[config.mk]
export PLATFORM = sky130hd
export DESIGN_NAME = xdma_drain
export DESIGN_NICKNAME = d
export VERILOG_FILES = /design/src/rtl/xdma_pkg.sv /design/src/rtl/xdma_count.sv /design/src/rtl/xdma_ctrl.sv /design/src/rtl/xdma_drain.sv
export SDC_FILE = /design/constraint.sdc
export NUM_CORES = 1
export LEC_CHECK = 0
export ABC_AREA = 1
export BUFFER_PORTS_ARGS = -buffer_cell sky130_fd_sc_hd__buf_2
export CORE_MARGIN = 2
export CORE_UTILIZATION = 49
export CTS_CLUSTER_DIAMETER = 40
export DETAILED_ROUTE_END_ITERATION = 12
export PLACE_DENSITY = 0.81
export SETUP_SLACK_MARGIN = 0.2
export SLEW_MARGIN = 20
export SYNTH_ARGS = -nofsm -noshare
export SYNTH_HDL_FRONTEND = slang
export SYNTH_SLANG_ARGS = --single-unit
[constraint.sdc]
create_clock -name clk -period 1.4 [get_ports clk]
set_input_delay 0.14 -clock clk [delete_from_list [all_inputs] [get_ports clk]]
set_output_delay 0.14 -clock clk [all_outputs]
set_load 0.05 [all_outputs]
[src/rtl/xdma_pkg.sv]
package xdma_pkg;
  typedef struct packed {
    logic cnt;
    logic eop;
    logic sw;
  } cause_t;
  localparam int STAT_W = 4;
endpackage

[src/rtl/xdma_count.sv]
module xdma_count #(
  parameter int CW = 16
) (
  input  logic          clk,
  input  logic          rst_n,
  input  logic          load_en,
  input  logic [CW-1:0] load_val,
  input  logic          dec_en,
  output logic          last
);
  localparam logic [CW-1:0] ONE = CW'(1);

  logic [CW-1:0] cnt_q, cnt_d;
  logic          cnt_en;

  always_comb begin
    cnt_en = load_en | dec_en;
    cnt_d  = cnt_q;
    if (load_en)     cnt_d = load_val;
    else if (dec_en) cnt_d = cnt_q - ONE;
  end

  always_ff @(posedge clk or negedge rst_n) begin
    if (!rst_n)      cnt_q <= '0;
    else if (cnt_en) cnt_q <= cnt_d;
  end

  assign last = (cnt_q == ONE);

  assert_dec_one_R7: assert property (@(posedge clk) disable iff (!rst_n)
    (dec_en && !load_en) |=> (cnt_q == $past(cnt_q) - ONE));
endmodule

[src/rtl/xdma_ctrl.sv]
module xdma_ctrl
  import xdma_pkg::*;
(
  input  logic   clk,
  input  logic   rst_n,
  input  logic   start_req,
  input  logic   stop_req,
  input  logic   ev_eop,
  input  logic   ev_cnt,
  output logic   start_take,
  output logic   run,
  output cause_t cause,
  output logic   irq
);
  logic   run_q, run_d;
  cause_t cause_q, cause_d;
  logic   irq_q, irq_d;
  logic   sw_hit, stop_now;

  always_comb begin
    start_take = start_req & ~run_q;
    sw_hit     = stop_req & run_q;
    stop_now   = run_q & (sw_hit | ev_eop | ev_cnt);
    run_d      = run_q;
    cause_d    = cause_q;
    if (start_take) begin
      run_d   = 1'b1;
      cause_d = '0;
    end else if (stop_now) begin
      run_d       = 1'b0;
      cause_d.sw  = cause_q.sw  | sw_hit;
      cause_d.eop = cause_q.eop | ev_eop;
      cause_d.cnt = cause_q.cnt | ev_cnt;
    end
    irq_d = stop_now;
  end

  always_ff @(posedge clk or negedge rst_n) begin
    if (!rst_n) begin
      run_q   <= 1'b0;
      cause_q <= '0;
      irq_q   <= 1'b0;
    end else begin
      run_q   <= run_d;
      cause_q <= cause_d;
      irq_q   <= irq_d;
    end
  end

  assign run   = run_q;
  assign cause = cause_q;
  assign irq   = irq_q;

  assert_irq_on_fall_R8: assert property (@(posedge clk) disable iff (!rst_n)
    $fell(run_q) |-> irq_q);
  assert_irq_only_fall_R8: assert property (@(posedge clk) disable iff (!rst_n)
    irq_q |-> (!run_q && $past(run_q)));
  assert_irq_has_cause_R10: assert property (@(posedge clk) disable iff (!rst_n)
    irq_q |-> (cause_q != '0));
  assert_clear_on_start_R9: assert property (@(posedge clk) disable iff (!rst_n)
    $rose(run_q) |-> (cause_q == '0));
  assert_idle_stable_R9: assert property (@(posedge clk) disable iff (!rst_n)
    (!run_q && !start_req) |=> (!run_q && $stable(cause_q) && !irq_q));
endmodule

[src/rtl/xdma_drain.sv]
module xdma_drain
  import xdma_pkg::*;
#(
  parameter int DW = 16,
  parameter int CW = 16
) (
  input  logic              clk,
  input  logic              rst_n,
  input  logic              sw_start,
  input  logic              sw_stop,
  input  logic [CW-1:0]     cnt_load,
  input  logic              fifo_valid,
  input  logic [DW-1:0]     fifo_data,
  input  logic              fifo_eop,
  output logic              fifo_pop,
  input  logic              dev_req,
  output logic              dev_ack,
  output logic              dev_wr,
  output logic [DW-1:0]     dev_data,
  output logic [STAT_W-1:0] status,
  output logic              stop_irq
);
  logic   run, start_take, last, xfer;
  cause_t cause;

  assign xfer = run & dev_req & fifo_valid;

  xdma_count #(.CW(CW)) u_count (
    .clk      (clk),
    .rst_n    (rst_n),
    .load_en  (start_take),
    .load_val (cnt_load),
    .dec_en   (xfer),
    .last     (last)
  );

  xdma_ctrl u_ctrl (
    .clk        (clk),
    .rst_n      (rst_n),
    .start_req  (sw_start),
    .stop_req   (sw_stop),
    .ev_eop     (xfer & fifo_eop),
    .ev_cnt     (xfer & last),
    .start_take (start_take),
    .run        (run),
    .cause      (cause),
    .irq        (stop_irq)
  );

  assign fifo_pop = xfer;
  assign dev_ack  = xfer;
  assign dev_wr   = xfer;
  assign dev_data = fifo_data;
  assign status   = {cause, run};

  assert_pause_runs_R4: assert property (@(posedge clk) disable iff (!rst_n)
    (run && !dev_req && !sw_stop) |=> run);
  assert_expire_stops_R7: assert property (@(posedge clk) disable iff (!rst_n)
    (xfer && last) |=> (!run && status[3]));
  assert_eop_stops_R6: assert property (@(posedge clk) disable iff (!rst_n)
    (xfer && fifo_eop) |=> (!run && status[2]));
endmodule

[Word-level counts from Yosys, hierarchy flattened]
Cells that the tools add are included.
Storage, ports and cells
  bits in registers: 21
  bits in latches: 0
  memory bits (writable): 0
  memory bits (read-only): 0
  input port bits: 39
  output and inout port bits: 24
  word-level logic and storage cells: 31
  memories: 0
Cells by class
  $add $sub $neg: 1
  $mul: 0
  divide/modulo/power cells: 0
  $lt $le $gt $ge: 0
  eq/ne operators: 1
  shift-type cells: 0
  muxes and demuxes: 6
  bitwise logic cells: 14
  reduce and logical (&&, ||, !) cells: 3
Operators by type and width (number)
  2-to-1 mux 16 bit: 2
  equality test 16 x 1 -> 1 bit (second input constant): 1
  subtractor 16 x 1 -> 16 bit (second input constant): 1
  AND 1 bit: 7
  2-to-1 mux 3 bit: 2
  OR 1 bit: 6
  nonzero test 2 bit: 2
  2-to-1 mux 1 bit: 2
  AND reduction 2 bit: 1
  NOT 1 bit: 1

[Longest topological paths before layout]
Gate-level depths: netlist (run 1).
  word-level depth: 8
  gate-level depth with buffers: 9
  depth with buffers taken out: 9

[By module]
A second synthesis (run 1) with hierarchy kept.
Second synthesis, totals
  cells, all modules: 205
  area, all modules: 1502.7 sq um
Modules (own cells, without submodules)
  xdma_count: instances 1, cells each 156, area an instance 1122.3 sq um
  xdma_ctrl: instances 1, cells each 24, area an instance 209.0 sq um
  xdma_drain: instances 1, cells each 25, area an instance 171.4 sq um

[Worst setup path after synthesis (run 1)]
OpenSTA, ideal clock, no wires.
  kind: register to register
  start point: register u_ctrl.run_q, in the netlist u_ctrl.run
  end point: register u_ctrl.run_q, in the netlist u_ctrl.run
  arrival: 1.167 ns
  slack: 0.115 ns
  cell stages (with the launch flop): 6
  buffers on the path: 0
  clock period less this slack: 1.285 ns
  path through: dfrtp_1 nand3_4 inv_2 nand3b_1 o21ai_2 nor2_1
Between the ends
  longest elaborated chain between the ends: 7
  elaborated cells between the ends (all ways): 12
  those cells by class: mux: 1; bitwise: 10; reduce/logical: 1
RTL lines
  from (decl): line xdma_ctrl.sv:15  | logic run_q, run_d;
  from (signal assigned): line xdma_ctrl.sv:44  | run_q <= run_d;
  AND 1 bit * (2 in series): line xdma_drain.sv:26  | assign xfer = run & dev_req & fifo_valid;
  named net dev_ack: line xdma_drain.sv:17  | output logic dev_ack,
  AND 1 bit: line xdma_drain.sv:42  | .ev_eop (xfer & fifo_eop),
  OR 1 bit: line xdma_ctrl.sv:23  | stop_now = run_q & (sw_hit | ev_eop | ev_cnt);
  OR 1 bit *: line xdma_ctrl.sv:23
  AND 1 bit *: line xdma_ctrl.sv:23
  named net u_ctrl.irq_d: line xdma_ctrl.sv:17  | logic irq_q, irq_d;
  nonzero test 2 bit (no source line) *
Mark *: on every way through the listed nets, which the timed path passes. The rest lies on a longest branch.
A chain may end at the register's enable or synchronous reset.

[Final worst setup path (run 1)]
  start point: register u_count.cnt_q[5]
  end point: register u_count.cnt_q[14]
Between the ends
  longest elaborated chain between the ends: 3
RTL lines
  from (decl): line xdma_count.sv:13  | logic [CW-1:0] cnt_q, cnt_d;
  from (signal assigned): line xdma_count.sv:25  | else if (cnt_en) cnt_q <= cnt_d;
  subtractor 16 x 1 -> 16 bit: line xdma_count.sv:20  | else if (dec_en) cnt_d = cnt_q - ONE;
  2-to-1 mux 16 bit: line xdma_count.sv:20
  2-to-1 mux 16 bit: line xdma_count.sv:19  | if (load_en) cnt_d = load_val;
Every way passes these cells. The select of a mux whose other input is x is not followed.

==> impl_metrics.ini, run 1 <==
[floorplan]
boundaryPins = 63
rows = 20
total_die_area_mm2 = 0.00371
fp.dieH_um = 60.9
die_w_um = 60.9
placeableCoreArea_mm2 = 0.00308
initial_utilization_pct = 51.5

[logic_synthesis]
post_synth_net_total = 265
synth-edff-count = 0
post_synthesis_async_set_or_reset_flop_share_pct = 100
dominant_synthesized_flop_cell = dfrtp_1
synth_top_area_cell = dfrtp_1
post_synth.cell_area_avg_um2 = 7.08
count_of_mapped_cells_out_of_synthesis = 224
synth-warning-count = 0
synth.area.top_cells = dfrtp_1 33%, nand2_1 14%, buf_4 9.0%
mappedNetlistArea_mm2 = 0.00159
synth_top_area_share_pct = 33.1
yosys_register_bits = 21
sequential_fraction_of_the_synthesis_area_pct = 33.1
yosys.cell_types.count = 33

[sta]
min_period_ns = 1.45
timing.final.setup_violations = 5
max_freq_mhz = 692
fin_worst_skew_ns = 0.00768
setup-tns-final_ns = -0.103
tightestPinTransition_ns = 0.509
drv_slew = 0
finalHoldViolCount = 0
rsz0062_at_grt = yes
layout_worst_path_cycle_share_pct = 103
final_critical_path_setup_slack_ns = -0.0454
maxSlewHeadroom_pct = 66.1

[drt]
routed_wl_um = 4970
wl_met3_um = 409
drcViolationCount = 0
vias = 1716
initialDrtViolationCount = 158
avg_wl_per_cell_um = 15.8
viasPerCell = 5.46
wl_met2_um = 2410
detail-route-antenna-nets = 0
m1WireLength_um = 1900
drt_pre_antenna_iters = 7
maxUsedRoutingLayer = met4

[final_layout]
num_antenna_cells = 0
share_of_post_route_cells_with_drive_strength_above_1_pct = 46.7
areaGrowthSynthToFinish_pct = 35.9
design.final.nets = 312

[grt]
number_of_global_route_vias_before_repair = 1631
grt_first_pass_wirelength_um = 7180
globalRouteOverflowTotal = 0
maximum_number_of_pins_on_one_net_before_global_route_repair = 22
global_route.usage.total_pct = 26.4
antenna_found_initial = 0

[setup_path]
cp_max_delay_cell = dfrtp_1
cpMostUsedCell = nand2_1
critical_path.max_stage_delay_ns = 0.49
critPathLaunchType = flip-flop
endpoint_kind = flip-flop
timing.critical_path.cells = nor2_1 -> inv_1 -> nor2_4 -> nand2_1 -> nand2_1 -> nand3_1 -> nand2_1 -> nand2_1
cp.required_ns = 1.63
critical_path.max_fanout = 6
cp_data_arrival_time_ns = 1.67
worst-setup-path-type = flip-flop to flip-flop

[run]
max_cap_viol_count = 0

[clocking]
clock_latency_ns = 0.33
clock_tree.buffer_depth = 2
cts_max_level = 1
cts_made_buffers = 3
path_clk_slew_ns = 0.14
cts_num_sinks = 21
tritoncts = built
clockRootBuffer = clkbuf_4

[power_and_ir_drop]
power_density_cells_mw_per_mm2 = 1540
power_leakage_nw = 1.07
power.ir.vdd_worst_mv = 0.697

[placement]
io_buffer_count = 30
rd_place_congestion = 0.930
dp_wirelength_um = 2700
setup_slack_placement_ns = -0.00682

[run_status]
violations = negative setup slack
status = complete, but fails checks

[hold_path]
worstHoldPathType = input pin to flip-flop
metal layers:
layer	vias up	track usage (%)
met5	-	0
met4	0	9.94
met3	26	4.48
met2	109	45.6
met1	792	32.8
li1	789	-
cells in the mapped netlist (2+ instances only):
master and number:
ha_1 2, inv_1 21, dfrtp_1 21, inv_2 5, o211ai_1 3, buf_4 19, o211ai_2 2, o21ai_2 4
buf_6 3, nand2_1 60, o21ai_1 3, nand3_1 19, nand3_2 2, nor3_1 3, nor4_1 2, nor2_2 2
o21ai_0 5, nor2_1 29, a22oi_1 2, a21oi_1 4
where the power goes:
group	switching [mW]	total (mW)	internal, mW
clock network	0.220	0.327	0.107
logic	1.08	1.85	0.769
registers	0.325	1.14	0.813
per-stage QoR:
step,hold WS (ns),std cells,power [mW],utilization [%],instance area (um^2)
global route,0.0472,314,3.48,70.0,2150
floorplan,-0.156,224,2.06,-,1610
CTS,0.0506,305,2.92,64.3,1980
detailed placement,0.124,283,2.31,55.0,1690
global placement,0.120,283,2.28,55.0,1690
finish,0.0367,314,3.31,70.0,2150
layout make-up:
| cell class | instances | area [um^2] |
|---|---|---|
| sequential | 21 | 528 |
| inverter | 28 | 130 |
| clock inverter | 1 | 5.00 |
| clock buffer | 3 | 22.5 |
| tap | 44 | 55.1 |
| fill | 228 | 923 |
| multi-input combinational | 152 | 938 |
| timing repair buffer | 65 | 475 |
cells in the final DEF, fill, tap and decap left out, types with 2 or more instances in the layout:
cell type	netlist	routed
buf_6	3	4
o211ai_2	2	2
nand3_2	2	6
dfrtp_2	0	2
o21ai_2	4	4
clkbuf_4	0	4
inv_2	5	6
o21ai_1	3	4
nor2_2	2	12
dfrtp_1	21	19
buf_4	19	29
o21ai_0	5	4
inv_1	21	19
nand3_1	19	15
buf_2	1	26
nor2_1	29	14
nor3_1	3	3
o211ai_1	3	3
nand2_1	60	52
a21oi_1	4	3
nor2_4	0	5
nand2_4	1	3
nand2_2	0	5
nand2_8	1	2
buf_8	0	3
sequential cells by signal (all words and copies together), names as in the netlist:
signal         count
u_ctrl.run         1
u_ctrl.cause       3
u_ctrl.irq         1
u_count.cnt_q     16
path summary, 6_finish.rpt:
| kind | from | endpoint | slack (ns) | depth (start not counted) |
|---|---|---|---|---|
| min in group asynchronous | rst_n | u_count.cnt_q[1]$_DFFE_PN0P_ | 0.30 | 2 |
| min | cnt_load[6] | u_count.cnt_q[6]$_DFFE_PN0P_ | 0.04 | 3 |
| max in group asynchronous | rst_n | u_count.cnt_q[6]$_DFFE_PN0P_ | 0.73 | 2 |
| max | u_count.cnt_q[5]$_DFFE_PN0P_ | u_count.cnt_q[14]$_DFFE_PN0P_ | -0.05 | 8 |
| min reg2reg | u_ctrl.cause[2]$_DFFE_PN0P_ | u_ctrl.cause[2]$_DFFE_PN0P_ | 0.49 | 2 |
| max reg2reg | u_count.cnt_q[5]$_DFFE_PN0P_ | u_count.cnt_q[14]$_DFFE_PN0P_ | -0.05 | 8 |
worst max-delay path, delay by kind of cell, from the launching register on:
family                 cells  cell delay, ns
and+or+nand+nor            7            0.76
DFF                        1            0.49
buffers and inverters      1            0.10
what timing repair did:
item	in CTS	in global routing
gates resized for setup	35	28
endpoints found under the hold margin	21	0
hold buffers	1	0
setup buffers	17	9
pin swaps	6	9
setup endpoints to repair	22	22
logic make-up (layout without fill, tap and decap cells):
kind of cell               count (synthesis)  after routing  synth area share, %
AOI/OAI and AO/OA                         26             26                 11.2
buffers and inverters                     51             97                 18.5
DFF                                       21             21                 33.1
adders and majority gates                  2              2                 1.58
and+or+nand+nor                          124            124                 35.6
Power figures use the tool's default switching activity.
==> run 2, diff against run 1 <==
--- a/config.mk
+++ b/config.mk
@@ -6,11 +6,12 @@
 export NUM_CORES = 1
 export LEC_CHECK = 0
 export ABC_AREA = 1
-export BUFFER_PORTS_ARGS = -buffer_cell sky130_fd_sc_hd__buf_2
+export BUFFER_PORTS_ARGS = -buffer_cell sky130_fd_sc_hd__clkbuf_2
 export CORE_MARGIN = 2
 export CORE_UTILIZATION = 49
 export CTS_CLUSTER_DIAMETER = 40
 export DETAILED_ROUTE_END_ITERATION = 12
+export MAX_ROUTING_LAYER = met4
 export PLACE_DENSITY = 0.81
 export SETUP_SLACK_MARGIN = 0.2
 export SLEW_MARGIN = 20
==> run 2 against run 1 <==
Effect of this change: the flow still finishes with violations (negative setup slack); die area stayed put; critical path depth stayed put; final cell count is 2.5% higher; largest cell class unchanged; largest power group unchanged.
==> impl_metrics.ini, run 2 (synthesized netlist as in run 1, its figures left out) <==
[final_layout]
most-common-layout-cells = 54 x nand2_1, 28 x buf_4, 26 x clkbuf_2
register_area_um2 = 528
num_antenna_cells = 0
largest_reg_flops = 16
design.final.nets = 320
fillerInstances = 204
multi_input_gate_area_in_the_final_layout_um2 = 981
areaGrowthSynthToFinish_pct = 47.4
final_common_cell = nand2_1
share_of_post_route_cells_with_drive_strength_above_1_pct = 49.3
largest-register = u_count.cnt_q

[setup_path]
cp.required_ns = 1.62
critPathLaunchType = flip-flop
endpoint_kind = flip-flop
worst_r2r_startpoint = u_count.cnt_q[2]$_DFFE_PN0P_
critical_path.max_fanout = 5
reg2reg_setup_slack_ns = -0.02
worst_r2r_endpoint = u_count.cnt_q[7]$_DFFE_PN0P_
reg2regPathDepth = 8
cp_data_arrival_time_ns = 1.63
worst-setup-path-type = flip-flop to flip-flop

[sta]
tightestPinTransition_ns = 0.546
max_freq_mhz = 705
maxSlewHeadroom_pct = 63.6
timing.hold.ws_ns = 0.0420
finalHoldViolCount = 0
timing.final.setup_violations = 1
layout_worst_path_cycle_share_pct = 101
drv_slew = 0
setup-tns-final_ns = -0.0175
fin_worst_skew_ns = 0.00450
final_critical_path_setup_slack_ns = -0.0175
min_period_ns = 1.42
rsz0062_at_grt = yes

[clocking]
path_clk_slew_ns = 0.13
cts_made_buffers = 3
tritoncts = built
clockRootBuffer = clkbuf_4
cts_max_level = 1
clock_tree.buffer_depth = 2
cts_num_sinks = 21
clock_latency_ns = 0.32

[drt]
vias = 1750
drt_pre_antenna_iters = 4
initialDrtViolationCount = 109
avg_wl_per_cell_um = 17.1
detail-route-antenna-nets = 0
drcViolationCount = 0
viasPerCell = 5.43
routed_wl_um = 5490

[power_and_ir_drop]
total_power_mw = 3.55
power.ir.vdd_worst_mv = 0.887
power_density_cells_mw_per_mm2 = 1520
power_leakage_nw = 1.13

[run_status]
violations = negative setup slack
status = complete, but fails checks

[hold_path]
worstHoldPathType = input pin to flip-flop
min_from = cnt_load[2]
min_path_cells = 3
worst_hold_path.endpoint = u_count.cnt_q[2]$_DFFE_PN0P_

[floorplan]
initial_utilization_pct = 51.5
die_w_um = 60.9
total_die_area_mm2 = 0.00371
rows = 20
boundaryPins = 63
placeableCoreArea_mm2 = 0.00308
fp.dieH_um = 60.9

[grt]
number_of_global_route_vias_before_repair = 1676
global_route.usage.total_pct = 27.8
globalRouteOverflowTotal = 0
maximum_number_of_pins_on_one_net_before_global_route_repair = 22
antenna_found_initial = 0
grt_first_pass_wirelength_um = 7310

[placement]
rd_place_congestion = 0.911
io_buffer_count = 30
dp_wirelength_um = 2680

[run]
max_cap_viol_count = 0
run 2: stage by stage:
| stage | utilization [%] | instances | cell area, um^2 | worst slack [ns] |
|---|---|---|---|---|
| after CTS | 67.7 | 309 | 2080 | 0.0643 |
| after floorplan | - | 224 | 1610 | 0.205 |
| after global placement | 55.4 | 285 | 1710 | 0.0671 |
| after detailed placement | 55.4 | 285 | 1710 | 0.0468 |
| after global routing | 75.9 | 322 | 2340 | -0.155 |
| final | 75.9 | 322 | 2340 | -0.0175 |
run 2: final cells by class:
| class | count | area share (%) |
|---|---|---|
| multi-input combinational | 153 | 42.0 |
| timing repair buffer | 71 | 25.7 |
| sequential | 21 | 22.6 |
| inverter | 28 | 5.89 |
| tap | 44 | 2.36 |
| clock buffer | 4 | 1.12 |
| timing repair inverter | 1 | 0.375 |
run 2: layer usage:
metal | track usage, % | wire length, um | share of wire [%] | vias up
met3 | 6.82 | 378 | 6.9 | 23
met1 | 32.0 | 2110 | 38 | 816
met2 | 45.5 | 2800 | 51 | 103
li1 | - | - | - | 808
met5 | - | 0 | 0 | -
met4 | 12.7 | 208 | 3.8 | 0
run 2: worst max path at each step:
stage / startpoint / to / slack [ns] / depth (start not counted)
detailed placement: u_count.cnt_q[4]$_DFFE_PN0P_ / u_count.cnt_q[9]$_DFFE_PN0P_ / 0.05 / 7
finish: u_count.cnt_q[2]$_DFFE_PN0P_ / u_count.cnt_q[7]$_DFFE_PN0P_ / -0.02 / 8
global placement: u_count.cnt_q[2]$_DFFE_PN0P_ / u_count.cnt_q[7]$_DFFE_PN0P_ / 0.07 / 8
global route: u_count.cnt_q[12]$_DFFE_PN0P_ / u_count.cnt_q[14]$_DFFE_PN0P_ / -0.15 / 8
floorplan: u_count.cnt_q[0]$_DFFE_PN0P_ / u_count.cnt_q[10]$_DFFE_PN0P_ / 0.20 / 9
CTS: u_ctrl.run$_DFFE_PN0P_ / status[0] / 0.06 / 3
run 2: worst max-delay path, cell delays in order, from the launching register on:
cell     delay [ns]
dfrtp_1        0.44
nor2_2         0.16
nand2_2        0.15
inv_2          0.11
nand2_2        0.07
nor2_4         0.16
nand3_2        0.10
nand2_1        0.09
nor2_1         0.05
run 2: what timing repair did:
action,CTS,global route
hold endpoints to repair,21,0
buffers inserted,18,11
hold buffers,1,0
endpoints found under the setup margin,22,23
resized for setup,47,34
pin swaps,6,8
cloned,1,2
run 2: power by group:
group | switching [mW] | internal [mW] | leakage [nW]
Combinational | 1.18 | 0.938 | 0.870
Clock | 0.206 | 0.112 | 0.0150
Sequential | 0.300 | 0.815 | 0.250
